===== src/rtl/rxc_pkg.sv =====
package rxc_pkg;

    localparam int ADDR_W          = 32;
    localparam int ADDR_BYTES      = ADDR_W / 8;
    localparam int SCHED_HDR_BYTES = 8;
    localparam int DATA_HDR_BYTES  = 32;
    localparam int POS_W           = $clog2(DATA_HDR_BYTES);

    localparam logic [7:0] MARK_BYTE  = 8'hFF;
    localparam logic [7:0] TYPE_SCHED = 8'h08;
    localparam logic [7:0] TYPE_DATA  = 8'h0C;

    localparam logic [ADDR_W-1:0] BCAST_ADDR = '1;

    localparam int TYPE_POS = 1;
    localparam int FLOW_POS = 3;

    // Address-sized capture slots
    localparam int NUM_SLOTS   = 4;
    localparam int SLOT_NEXT   = 0;
    localparam int SLOT_DEST   = 1;
    localparam int SLOT_SRC    = 2;
    localparam int SLOT_SENDER = 3;

    typedef enum logic [1:0] {
        DEC_DROP  = 2'd0,
        DEC_HOST  = 2'd1,
        DEC_RELAY = 2'd2,
        DEC_SCHED = 2'd3
    } dec_code_e;

    typedef enum logic [2:0] {
        EV_FOREIGN = 3'd0,
        EV_BADTYPE = 3'd1,
        EV_TRUNC   = 3'd2,
        EV_SCHED   = 3'd3,
        EV_DATA    = 3'd4
    } ev_kind_e;

    typedef struct packed {
        logic [7:0]        flow;
        logic [ADDR_W-1:0] next_hop;
        logic [ADDR_W-1:0] dest;
        logic [ADDR_W-1:0] src;
        logic [ADDR_W-1:0] sender;
    } hdr_fields_t;

    function automatic int slot_base(input int slot);
        case (slot)
            SLOT_NEXT:   return 4;
            SLOT_DEST:   return 8;
            SLOT_SRC:    return 12;
            default:     return 3;
        endcase
    endfunction

    function automatic logic [POS_W-1:0] hdr_last(input logic is_sched);
        return is_sched ? POS_W'(SCHED_HDR_BYTES - 1) : POS_W'(DATA_HDR_BYTES - 1);
    endfunction

endpackage


===== src/rtl/rxc_hdr_tracker.sv =====
module rxc_hdr_tracker
    import rxc_pkg::*;
(
    input  logic             clk,
    input  logic             rst,
    input  logic             rx_valid,
    input  logic             rx_sof,
    input  logic             rx_eof,
    input  logic [7:0]       rx_byte,
    output logic             cap_en,
    output logic [POS_W-1:0] cap_pos,
    output logic             ev_valid,
    output ev_kind_e         ev_kind
);

    logic             active;
    logic [POS_W-1:0] idx;
    logic             marker_ok;
    logic             is_sched;
    logic [POS_W-1:0] last_pos;

    assign last_pos = hdr_last(is_sched);
    assign cap_en   = rx_valid && (rx_sof || active);
    assign cap_pos  = rx_sof ? '0 : idx;

    always_ff @(posedge clk) begin
        if (rst) begin
            active    <= 1'b0;
            idx       <= '0;
            marker_ok <= 1'b0;
            is_sched  <= 1'b0;
            ev_valid  <= 1'b0;
            ev_kind   <= EV_FOREIGN;
        end else begin
            ev_valid <= 1'b0;
            if (rx_valid) begin
                if (rx_sof) begin
                    marker_ok <= (rx_byte == MARK_BYTE);
                    idx       <= POS_W'(1);
                    if (active) begin
                        // unfinished header cut off by a new start
                        ev_valid <= 1'b1;
                        ev_kind  <= EV_TRUNC;
                        active   <= !rx_eof;
                    end else if (rx_eof) begin
                        ev_valid <= 1'b1;
                        ev_kind  <= (rx_byte == MARK_BYTE) ? EV_TRUNC : EV_FOREIGN;
                        active   <= 1'b0;
                    end else begin
                        active <= 1'b1;
                    end
                end else if (active) begin
                    idx <= idx + POS_W'(1);
                    if (idx == POS_W'(TYPE_POS)) begin
                        if (!marker_ok) begin
                            ev_valid <= 1'b1;
                            ev_kind  <= EV_FOREIGN;
                            active   <= 1'b0;
                        end else if (rx_byte == TYPE_SCHED || rx_byte == TYPE_DATA) begin
                            is_sched <= (rx_byte == TYPE_SCHED);
                            if (rx_eof) begin
                                ev_valid <= 1'b1;
                                ev_kind  <= EV_TRUNC;
                                active   <= 1'b0;
                            end
                        end else begin
                            ev_valid <= 1'b1;
                            ev_kind  <= EV_BADTYPE;
                            active   <= 1'b0;
                        end
                    end else if (idx == last_pos) begin
                        ev_valid <= 1'b1;
                        ev_kind  <= is_sched ? EV_SCHED : EV_DATA;
                        active   <= 1'b0;
                    end else if (rx_eof) begin
                        ev_valid <= 1'b1;
                        ev_kind  <= EV_TRUNC;
                        active   <= 1'b0;
                    end
                end
            end
        end
    end

    // A bad marker is reported right after the type byte
    assert_foreign_at_type_R1: assert property (@(posedge clk) disable iff (rst)
        (rx_valid && !rx_sof && active && idx == POS_W'(TYPE_POS) && !marker_ok)
        |=> (ev_valid && ev_kind == EV_FOREIGN));

    // The final header byte always yields a verdict on the next cycle
    assert_hdr_done_latency_R10: assert property (@(posedge clk) disable iff (rst)
        (rx_valid && !rx_sof && active && idx != POS_W'(TYPE_POS) && idx == last_pos)
        |=> (ev_valid && (ev_kind == EV_SCHED || ev_kind == EV_DATA)));

    // Bytes outside a header never produce a verdict
    assert_stray_ignored_R13: assert property (@(posedge clk) disable iff (rst)
        (!active && !(rx_valid && rx_sof)) |=> !ev_valid);

endmodule


===== src/rtl/rxc_field_capture.sv =====
module rxc_field_capture
    import rxc_pkg::*;
(
    input  logic             clk,
    input  logic             rst,
    input  logic             cap_en,
    input  logic [POS_W-1:0] cap_pos,
    input  logic [7:0]       rx_byte,
    output hdr_fields_t      fields
);

    logic [ADDR_W-1:0] slot_q [NUM_SLOTS];
    logic [7:0]        flow_q;

    for (genvar s = 0; s < NUM_SLOTS; s++) begin : g_slot
        localparam logic [POS_W:0] LO = (POS_W+1)'(slot_base(s));
        localparam logic [POS_W:0] HI = (POS_W+1)'(slot_base(s) + ADDR_BYTES);
        logic in_range;
        assign in_range = ({1'b0, cap_pos} >= LO) && ({1'b0, cap_pos} < HI);

        always_ff @(posedge clk) begin
            if (rst) begin
                slot_q[s] <= '0;
            end else if (cap_en && in_range) begin
                slot_q[s] <= {slot_q[s][ADDR_W-9:0], rx_byte};
            end
        end
    end

    always_ff @(posedge clk) begin
        if (rst) begin
            flow_q <= '0;
        end else if (cap_en && cap_pos == POS_W'(FLOW_POS)) begin
            flow_q <= rx_byte;
        end
    end

    assign fields.flow     = flow_q;
    assign fields.next_hop = slot_q[SLOT_NEXT];
    assign fields.dest     = slot_q[SLOT_DEST];
    assign fields.src      = slot_q[SLOT_SRC];
    assign fields.sender   = slot_q[SLOT_SENDER];

endmodule


===== src/rtl/rxc_rules.sv =====
module rxc_rules
    import rxc_pkg::*;
(
    input  ev_kind_e          ev_kind,
    input  logic [ADDR_W-1:0] next_hop,
    input  logic [ADDR_W-1:0] dest,
    input  logic [ADDR_W-1:0] sender,
    input  logic [ADDR_W-1:0] own_addr,
    input  logic [ADDR_W-1:0] parent_addr,
    output dec_code_e         code,
    output logic              err
);

    logic dest_mine, next_mine, all_bcast;

    assign dest_mine = (dest == own_addr);
    assign next_mine = (next_hop == own_addr);
    assign all_bcast = (next_hop == BCAST_ADDR) && (dest == BCAST_ADDR);

    always_comb begin
        code = DEC_DROP;
        err  = 1'b0;
        unique case (ev_kind)
            EV_SCHED: code = (sender == parent_addr) ? DEC_SCHED : DEC_DROP;
            EV_DATA: begin
                if (dest_mine || all_bcast) code = DEC_HOST;
                else if (next_mine)         code = DEC_RELAY;
                else                        code = DEC_DROP;
            end
            EV_TRUNC: err = 1'b1;
            default:  code = DEC_DROP;
        endcase
    end

endmodule


===== src/rtl/rxc_frame_classifier.sv =====
module rxc_frame_classifier
    import rxc_pkg::*;
(
    input  logic        clk,
    input  logic        rst,
    input  logic        rx_valid,
    input  logic        rx_sof,
    input  logic        rx_eof,
    input  logic [7:0]  rx_byte,
    input  logic [31:0] own_addr,
    input  logic [31:0] parent_addr,
    output logic        dec_valid,
    output logic [1:0]  dec_code,
    output logic        dec_err,
    output logic [7:0]  fld_flow,
    output logic [31:0] fld_next_hop,
    output logic [31:0] fld_dest,
    output logic [31:0] fld_src,
    output logic [31:0] fld_sender
);

    logic             cap_en;
    logic [POS_W-1:0] cap_pos;
    logic             ev_valid;
    ev_kind_e         ev_kind;
    hdr_fields_t      fields;
    dec_code_e        code;
    logic             err;

    rxc_hdr_tracker u_tracker (
        .clk      (clk),
        .rst      (rst),
        .rx_valid (rx_valid),
        .rx_sof   (rx_sof),
        .rx_eof   (rx_eof),
        .rx_byte  (rx_byte),
        .cap_en   (cap_en),
        .cap_pos  (cap_pos),
        .ev_valid (ev_valid),
        .ev_kind  (ev_kind)
    );

    rxc_field_capture u_capture (
        .clk     (clk),
        .rst     (rst),
        .cap_en  (cap_en),
        .cap_pos (cap_pos),
        .rx_byte (rx_byte),
        .fields  (fields)
    );

    rxc_rules u_rules (
        .ev_kind     (ev_kind),
        .next_hop    (fields.next_hop),
        .dest        (fields.dest),
        .sender      (fields.sender),
        .own_addr    (own_addr),
        .parent_addr (parent_addr),
        .code        (code),
        .err         (err)
    );

    assign dec_valid    = ev_valid;
    assign dec_code     = code;
    assign dec_err      = ev_valid && err;
    assign fld_flow     = fields.flow;
    assign fld_next_hop = fields.next_hop;
    assign fld_dest     = fields.dest;
    assign fld_src      = fields.src;
    assign fld_sender   = fields.sender;

    assert_sched_from_parent_R3: assert property (@(posedge clk) disable iff (rst)
        (dec_valid && dec_code == DEC_SCHED) |-> (fld_sender == parent_addr));

    assert_host_addressing_R5: assert property (@(posedge clk) disable iff (rst)
        (dec_valid && dec_code == DEC_HOST) |->
        (fld_dest == own_addr || (fld_dest == BCAST_ADDR && fld_next_hop == BCAST_ADDR)));

    assert_relay_addressing_R7: assert property (@(posedge clk) disable iff (rst)
        (dec_valid && dec_code == DEC_RELAY) |->
        (fld_next_hop == own_addr && fld_dest != own_addr));

    assert_trunc_is_drop_R9: assert property (@(posedge clk) disable iff (rst)
        dec_err |-> (dec_valid && dec_code == DEC_DROP));

endmodule


===== config.mk =====
export PLATFORM = sky130hd
export DESIGN_NAME = rxc_frame_classifier
export DESIGN_NICKNAME = d
export VERILOG_FILES = /design/src/rtl/rxc_pkg.sv /design/src/rtl/rxc_hdr_tracker.sv /design/src/rtl/rxc_field_capture.sv /design/src/rtl/rxc_rules.sv /design/src/rtl/rxc_frame_classifier.sv
export SDC_FILE = /design/constraint.sdc
export NUM_CORES = 1
export LEC_CHECK = 0
export BUFFER_PORTS_ARGS = -buffer_cell sky130_fd_sc_hd__buf_2
export CELL_PAD_IN_SITES_DETAIL_PLACEMENT = 0
export CELL_PAD_IN_SITES_GLOBAL_PLACEMENT = 2
export CORE_MARGIN = 4
export CORE_UTILIZATION = 30
export CTS_CLUSTER_DIAMETER = 40
export DETAILED_ROUTE_END_ITERATION = 6
export PLACE_DENSITY_LB_ADDON = 0.1
export SYNTH_ARGS = -nofsm -noshare
export SYNTH_HDL_FRONTEND = slang
export SYNTH_SLANG_ARGS = --single-unit

===== constraint.sdc =====
create_clock -name clk -period 3.6 [get_ports clk]
set_clock_uncertainty 0.15 [all_clocks]
set_input_delay 0.18 -clock clk [delete_from_list [all_inputs] [get_ports clk]]
set_output_delay 0.18 -clock clk [all_outputs]
set_load 0.1 [all_outputs]

==> key figures <==
Layout
  • Diodes inserted: 0
  • Fillers: 2276
  • Area Overhead vs Synth: 30.5%
  • Share of cells above drive strength 1: 33.9%
  • Non-filler instance count after layout: 1112
  • NumNets Final: 865
  • Post-layout util: 40.3%

Pwr
  • Peak supply drop: 0.303 mV
  • Clk pwr share: 40.4%
  • Comb pwr share: 15.1%
  • Leakage: 3.72 nW
  • Int Pwr: 0.00298 W
  • Register share of total power: 44.5%
  • Switching pwr: 0.00144 W
  • Power Density: 481 nW/µm²
  • Switching Fraction: 32.6%

CTS
  • Post-CTS Setup Bufs: 0
  • CTS tree: built
  • Reg clk slew, reported paths: 70 ps
  • Clock Tree Root: clkbuf_16
  • CTS HTree Levels: 4
  • Buffer levels on the longest clock path: 2
  • Worst-Skew Late Latency: 420 ps
  • Total CTS buffers: 17
  • Post-cts resize count: 0
  • TritonCTS Sinks: 148

STA
  • Final Max Slew Viols: 0
  • Tightest Pin Transition: 599 ps
  • Max transition margin: 60.0%
  • Tcrit/Tclk final: 82.0%
  • Tmin final: 2950 ps
  • RSZ-0062 raised after global routing: false
  • Fmax: 339 MHz
  • Final TNS setup: 0 ps
  • Final Worst Setup Slack: 647 ps
  • Final Hold Viols: 0
  • Final setup vio count: 0

Critical path
  • CP cell instances: xnor2_1, nand4b_1, nor4_1, nand3_1, a21bo_2, buf_2
  • Setup CP Type: flop to output pin
  • Launching point of the worst reg2reg path: u_tracker.idx[2]
  • Critical path data required time: 3270 ps
  • Critical path's slowest cell: edfxtp_1
  • Critical path launch point: u_capture.slot_q[3][8]
  • Worst Setup Start Kind: flop
  • CP max stage delay: 440 ps
  • CP Max Fanout: 3
  • Crit path buffers/inverters: 1
  • Crit path max-delay family: simple AND/OR/NAND/NOR gates
  • Worst R2R Path Depth: 5
  • Reg-to-reg slack, setup: 1480 ps
  • RR Endpoint: u_capture.slot_q[3][22]
  • Crit path DAT: 2620 ps
  • Crit path capture type: output pin

Synth
  • Mapped Area: 7050 µm²
  • Mapped Nets: 638
  • Gate Count Post-Synth: 559
  • Biggest area consumer among synthesized cells: edfxtp_1
  • Yosys reg bits: 148
  • Area share of the largest cell type after synthesis: 54.5%
  • Post-synth EDFFs: 128
  • Post-synthesis sequential area ratio: 60.2%
  • Ys async rst share: 0%
  • Post-synth cell types: 48
  • Mean Syn Cell Area: 12.6 µm²
  • Synth warnings: 0
  • Top post-synthesis cells by area: edfxtp_1, and2_1, xor2_1
  • Ys flop type: edfxtp_1

Routing
  • DRT Pass-1 Iters: 4
  • Via Count: 5125
  • Post-Route WL: 22.6 mm
  • Vias/cell: 4.61
  • Starting DRT DRC Count: 300
  • Final ANT Viol Nets: 0
  • Mean routed wirelength per cell: 20.3 µm
  • # DRC: 0

Die
  • Chip Width: 161 µm
  • Chip height: 161 µm
  • Initial Util: 30.9%
  • Core region area: 22800 µm²
  • Row count: 55
  • IO Pins: 217
  • Die area: 26000 µm²

Worst hold path
  • Hold path start: rx_byte[1]
  • Hold-critical path depth: 3
  • Min-delay worst type: input pin to flop
  • Worst Hold End: u_capture.flow_q[1]

Global routing
  • Total GRT Usage: 17.3%
  • First-pass GRT wire length: 33.8 mm
  • Grt ovf: 0
  • Initial antenna violation count: 0
  • Number of global-route vias before repair: 5495
  • Largest net degree at the start of global routing: 33

Placement
  • RD Place Congestion: 0.892
  • Worst slack, placed: 1050 ps
  • IO buf count: 216
  • HPWL Detailed: 17.3 mm
  • Cells after DPL: 1074

Flow run
  • Total of max-cap violations: 0

Run status
  • Outcome: complete, no violations
-- area by class of cell --
type                       instances  area (µm²)  area share, %
inverter                           6        22.5          0.245
tap                              313         392           4.26
clock inverter                    15         180           1.96
clock buffer                      17         425           4.62
timing repair buffer             230        1200           13.1
multi-input combinational        383        2740           29.7
sequential                       148        4240           46.1
-- what timing repair did --
action,4_1_cts,5_1_grt
endpoints found under the hold margin,7,0
setup endpoints to repair,0,0
hold buffers,6,0
-- synth_stat cells (2+ instances only) --
cell type / n
nor3_1: 7
clkbuf_1: 14
o21ai_1: 2
buf_2: 3
xor2_1: 52
o21ai_0: 5
buf_6: 2
a21oi_1: 9
clkbuf_2: 2
ha_1: 2
mux2i_1: 9
inv_1: 6
nand3_1: 6
nor2_1: 20
nor4_1: 22
nand3b_1: 2
nor2b_1: 4
nand2_1: 8
and2_1: 125
xnor2_1: 47
or4b_1: 2
and3_1: 2
o31ai_1: 3
nand4_1: 34
nor4b_1: 2
dfxtp_1: 20
edfxtp_1: 128
-- layer usage --
metal  GRT usage, %  wire [µm]  up-vias
met1           22.7      10100     2467
met2           28.2      10700      181
met5              0          0        -
li1               -          -     2453
met4           5.08        408        0
met3           4.47       1480       24
-- placed cells by master, fill, tap and decap left out, types with 6 or more instances in the layout --
| master | count |
|---|---|
| nor4_1 | 21 |
| buf_4 | 8 |
| mux2i_1 | 9 |
| dfxtp_1 | 20 |
| edfxtp_1 | 128 |
| nor2_1 | 20 |
| buf_2 | 216 |
| nand3_1 | 6 |
| inv_1 | 6 |
| nand2_1 | 8 |
| clkbuf_16 | 17 |
| and2_1 | 125 |
| dlygate4sd3_1 | 6 |
| xor2_1 | 52 |
| a21oi_1 | 9 |
| nand4_1 | 34 |
| xnor2_1 | 47 |
-- state kept, by name (all words and copies together) (netlist names) --
signal and count:
u_capture.flow_q 8, u_capture.slot_q 128, u_tracker.active 1, u_tracker.ev_kind 3
u_tracker.ev_valid 1, u_tracker.idx 5, u_tracker.is_sched 1, u_tracker.marker_ok 1
-- tightest hold or removal path: cells and delay by family --
family | cells | cell delay (ps)
buf+inv | 1 | 180
simple gates | 1 | 50
mux | 1 | 160
-- per-stage QoR --
| stage | total power, W | hold WS, ps | instance area [µm²] |
|---|---|---|---|
| floorplan | 0.00249 | 177 | 7070 |
| global placement | 0.00268 | 321 | 8540 |
| detailed placement | 0.00268 | 332 | 8540 |
| CTS | 0.00448 | 15.9 | 9200 |
| global route | 0.00459 | 44.0 | 9200 |
| finish | 0.00443 | 32.4 | 9200 |
-- power groups by stage --
stage | clock, W | sequential (W) | combinational, W
2_1_floorplan | 0 | 0.00236 | 0.000123
3_3_place_gp | 0 | 0.00201 | 0.000671
3_5_place_dp | 0 | 0.00201 | 0.000670
4_1_cts | 0.00184 | 0.00197 | 0.000676
5_1_grt | 0.00192 | 0.00198 | 0.000697
6_report | 0.00179 | 0.00197 | 0.000670
-- how the worst max path moves through the flow --
stage                   to  slack (ps)  depth (start not counted)
2_1_floorplan  dec_code[1]         220                          5
5_1_grt        dec_code[1]         430                          6
3_3_place_gp   dec_code[0]        1040                          6
4_1_cts        dec_code[0]         560                          6
6_report       dec_code[0]         650                          6
3_5_place_dp   dec_code[0]        1050                          6
-- logic make-up (layout without fill, tap and decap cells) --
kind of cell,Yosys count,after routing,synth area share (%)
mux,9,9,1.28
buf+inv,28,268,1.79
xor+xnor,99,99,12.3
flops,148,148,60.2
simple gates,245,245,21.5
compound gates,28,28,2.59
fa+ha+maj,2,2,0.355
(Power assumes the default switching activity.)
